### src/rtl/wpb_mask_unit.sv
module wpb_mask_unit #(
  parameter int DATA_W = 32,
  parameter int BANKS  = 2
) (
  input  logic                     clk,
  input  logic                     rst_n,
  input  logic [2:0]               cmd_i,
  input  logic                     sf_i,
  input  logic [1:0]               addr_sel_i,
  input  logic [$clog2(BANKS)-1:0] bank_i,
  input  logic [DATA_W-1:0]        dq_i,
  input  logic [DATA_W/8-1:0]      bm_i,
  input  logic [DATA_W-1:0]        old_i,
  output logic                     wr_valid_o,
  output logic [DATA_W-1:0]        wr_data_o,
  output logic [DATA_W-1:0]        mask_o,
  output logic [DATA_W-1:0]        color_o,
  output logic [BANKS-1:0]         wpb_o
);
  localparam int LANES = DATA_W / 8;
  localparam logic [2:0] C_ACT = 3'd1, C_WR = 3'd2, C_MRS = 3'd3;

  logic [DATA_W-1:0] mask_q, color_q;
  logic [BANKS-1:0]  wpb_q;
  logic              spec_set, wpb_sel;
  logic [DATA_W-1:0] bit_mix;

  assign spec_set = (cmd_i == C_MRS) && sf_i;

  always_ff @(posedge clk or negedge rst_n) begin
    if (!rst_n) begin
      mask_q  <= '1;
      color_q <= '0;
      wpb_q   <= '0;
    end else begin
      if (spec_set && addr_sel_i[0]) mask_q  <= dq_i;
      if (spec_set && addr_sel_i[1]) color_q <= dq_i;
      if (cmd_i == C_ACT) wpb_q[bank_i] <= sf_i;
    end
  end

  assign wpb_sel = wpb_q[bank_i];
  assign bit_mix = wpb_sel ? ((mask_q & dq_i) | (~mask_q & old_i)) : dq_i;

  for (genvar b = 0; b < LANES; b++) begin : g_lane
    assign wr_data_o[b*8 +: 8] = bm_i[b] ? old_i[b*8 +: 8] : bit_mix[b*8 +: 8];
  end

  assign wr_valid_o = (cmd_i == C_WR);
  assign mask_o     = mask_q;
  assign color_o    = color_q;
  assign wpb_o      = wpb_q;
endmodule

### config.mk
export PLATFORM = sky130hd
export DESIGN_NAME = wpb_mask_unit
export DESIGN_NICKNAME = d
export VERILOG_FILES = /design/src/rtl/wpb_mask_unit.sv
export SDC_FILE = /design/constraint.sdc
export NUM_CORES = 1
export LEC_CHECK = 0
export BUFFER_PORTS_ARGS = -buffer_cell sky130_fd_sc_hd__buf_2
export CORE_UTILIZATION = 48
export DETAILED_ROUTE_END_ITERATION = 6
export GPL_ROUTABILITY_DRIVEN = 1
export PLACE_DENSITY = 0.86
export SETUP_SLACK_MARGIN = 0.15
export SLEW_MARGIN = 10
export SYNTH_ARGS = -nofsm -noshare
export SYNTH_HDL_FRONTEND = slang
export SYNTH_SLANG_ARGS = --single-unit
### constraint.sdc
create_clock -name clk -period 2.68 [get_ports clk]
set_clock_uncertainty 0.2 [all_clocks]
set_input_delay 0.134 -clock clk [delete_from_list [all_inputs] [get_ports clk]]
set_output_delay 0.134 -clock clk [all_outputs]
set_load 0.005 [all_outputs]
==> impl_metrics.env <==
export IMPL_status="finished, final reports clean"
export IMPL_totalNegativeSetupSlack_ns=0
export IMPL_start_util_pct=49.95
export IMPL_powerDensity_mw_per_mm2=688.6
export IMPL_worst_min_delay_path_class="input pin to register"
export IMPL_io_pins=176
export IMPL_htree_levels=3
export IMPL_overflow=0
export IMPL_min_period_ns=2.152
export IMPL_final_weighted_congestion_in_routability_driven_placement=0.6995
export IMPL_avgRoutedWirePerCell_um=15.36
export IMPL_dr_total_vias=2615
export IMPL_drive_above_1_share_pct=73.15
export IMPL_post_cts_hold_buffer_count=34
export IMPL_synth_cells=212
export IMPL_vias_in_the_first_global_route=2652
export IMPL_worst_endpoint_required_ns=2.35
export IMPL_clk_pin_slew_ns=0.06
export IMPL_nets=504
export IMPL_period_share_pct=80.29
export IMPL_synth_seq_cells=66
export IMPL_slew_violations=0
export IMPL_power_leakage_uw=0.002291
export IMPL_dpl_cell_area_mm2=0.004116
export IMPL_post_cts_resize_count=0
export IMPL_crit_path_end_kind="output port"
export IMPL_worst_path_max_fanout=32
export IMPL_timing_worst_slew_pin_value_ns=0.7799
export IMPL_die_area_mm2=0.006937
export IMPL_worst_skew_pair_late_latency_ns=0.31
export IMPL_hold_path_depth=3
export IMPL_coreArea_mm2=0.006350
export IMPL_std_cell_rows=29
export IMPL_worst_r2r_path_depth=1
export IMPL_drtPass1Iterations=4
export IMPL_die_w_um=83.29
export IMPL_design_area_mm2=0.004673
export IMPL_relative_area_change_from_synthesis_to_final_layout_pct=47.34
export IMPL_r2r_path_start="wpb_o[1]"
export IMPL_startpoint_type="register"
export IMPL_worstHoldEndpoint="wpb_o[0]"
export IMPL_slew_headroom_pct=48.00
export IMPL_drt_initial_drc_count=70
export IMPL_r2r_end="wpb_o[1]"
export IMPL_timing_fmax_mhz=464.7
export IMPL_drt_wl_total_um=7817
export IMPL_setup_viol=0
export IMPL_grt_pass1_wl_um=12930
export IMPL_insertedDiodeCount=0
export IMPL_finalHoldViolations=0
export IMPL_drc=0
export IMPL_rsz0062_at_grt="false"
export IMPL_cts_buffers=9
export IMPL_synth_warning_count=0
export IMPL_max_cap_violations=0
export IMPL_synth_cell_types=13
export IMPL_worst_vdd_drop_mv=0.3879
export IMPL_clockBufferDepth=2
export IMPL_chipHeight_um=83.29
export IMPL_clkSinkCount=66
export IMPL_final_antenna_net_count=0
export IMPL_synth_seq_area_share_pct=53.33
export IMPL_syn_area_per_cell_um2=14.96
export IMPL_dpl_hpwl_um=5276
export IMPL_port_buffers=175
export IMPL_arrival_ns=1.82
export IMPL_clock_tree_from_tritoncts="built"
export IMPL_post_drt_via_cell_ratio=5.138
export IMPL_hold_start="cmd_i[1]"
export IMPL_grt_start_max_net_pins=36
export IMPL_grt_antenna_before_repair=0
export IMPL_groute_usage_overall_pct=23.51
export IMPL_cts_root_buffer_cell="sky130_fd_sc_hd__clkbuf_8"
export IMPL_syn_nets=289
export IMPL_fillers=426
export IMPL_post_cts_repair_setup_buffers=0
export IMPL_critPathKind="register to output port"
export IMPL_netlist_area_mm2=0.003172
export IMPL_reg2reg_slack_ns=1.67
-- how the worst max path moves through the flow --
stage          startpoint            to  slack [ns]
2_1_floorplan    wpb_o[1]  wr_data_o[0]        1.10
3_3_place_gp     wpb_o[0]  wr_data_o[0]        0.93
3_5_place_dp     wpb_o[0]  wr_data_o[9]        0.82
4_1_cts          wpb_o[0]  wr_data_o[9]        0.47
5_1_grt          wpb_o[0]  wr_data_o[9]        0.35
6_report         wpb_o[1]  wr_data_o[6]        0.53
-- cell usage in the layout, fill, tap and decap left out, drive strengths merged --
cell / netlist / routed
o21bai: 32 / 32
nand2: 2 / 2
nor3b: 1 / 1
nor4b: 1 / 1
dlygate4sd3: 0 / 34
dfrtp: 34 / 34
and4b: 1 / 1
clkbuf: 0 / 15
bufinv: 0 / 1
mux2i: 1 / 1
buf: 9 / 179
mux2: 98 / 98
nor4bb: 1 / 1
dfstp: 32 / 32
-- synth_stat cells --
| cell | instances | area (um^2) |
|---|---|---|
| sky130_fd_sc_hd__dfrtp_1 | 34 | 850.8 |
| sky130_fd_sc_hd__buf_6 | 3 | 33.78 |
| sky130_fd_sc_hd__nor4b_1 | 1 | 8.760 |
| sky130_fd_sc_hd__mux2_2 | 90 | 1013 |
| sky130_fd_sc_hd__buf_4 | 6 | 45.04 |
| sky130_fd_sc_hd__nor4bb_1 | 1 | 10.01 |
| sky130_fd_sc_hd__o21bai_1 | 32 | 240.2 |
| sky130_fd_sc_hd__mux2_1 | 8 | 90.09 |
| sky130_fd_sc_hd__dfstp_2 | 32 | 840.8 |
| sky130_fd_sc_hd__nand2_1 | 2 | 7.510 |
| sky130_fd_sc_hd__and4b_1 | 1 | 10.01 |
| sky130_fd_sc_hd__nor3b_1 | 1 | 7.510 |
| sky130_fd_sc_hd__mux2i_2 | 1 | 13.76 |
-- metrics by stage --
step                      utilization, %  instances  setup WS, ns  power, uW  hold WS [ns]
after floorplan                        -        212         1.102       1885       -0.3616
after global placement             64.83        459        0.9272       2287       0.04352
after detailed placement           64.83        459        0.8226       2335       0.05471
after CTS                          73.60        509        0.4703       3248      0.002813
after global routing               73.60        509        0.3496       3410       0.01211
final                              73.60        509        0.5281       3218       0.02980
-- report_power, final --
group,internal [uW],switching [uW]
sequential,1310,147
combinational,535,356
clock,533,334
-- critical path, stage by stage (launching register included) --
cell and delay, ns:
sky130_fd_sc_hd__dfrtp_1 0.42, sky130_fd_sc_hd__mux2i_4 0.14, sky130_fd_sc_hd__buf_4 0.36, sky130_fd_sc_hd__o21bai_1 0.11
sky130_fd_sc_hd__mux2_1 0.33, sky130_fd_sc_hd__buf_2 0.14
-- registers in the layout, indices dropped and copies added, names as in the netlist --
register,cells
mask_o,32
color_o,32
wpb_o,2
-- per-layer routing --
metal	routed length [um]	vias to the layer above	track usage (%)	part of all wire [%]
met4	67	0	7.837	0.86
met2	4158	104	41.36	53
li1	-	1215	-	-
met1	3163	1288	28.24	40
met3	428	8	5.567	5.5
met5	0	-	0	0
-- cells by family after synthesis --
kind of cell,after synthesis,share of synthesized area (%)
AOI/OAI and AO/OA,32,7.574
buffers and inverters,9,2.485
DFF,66,53.33
muxes,99,35.23
and+or+nand+nor,6,1.381
-- layout make-up --
class	instances	area [um^2]	share of cell area, %
flip-flops and latches	66	1692	36.20
repair buffers	213	1259	26.93
clock buffers	15	186.4	3.989
clock inverters	1	30.03	0.6426
multi-input cells	137	1410	30.17
well taps	77	96.34	2.062
No activity file was read; power rests on OpenSTA's default activity.
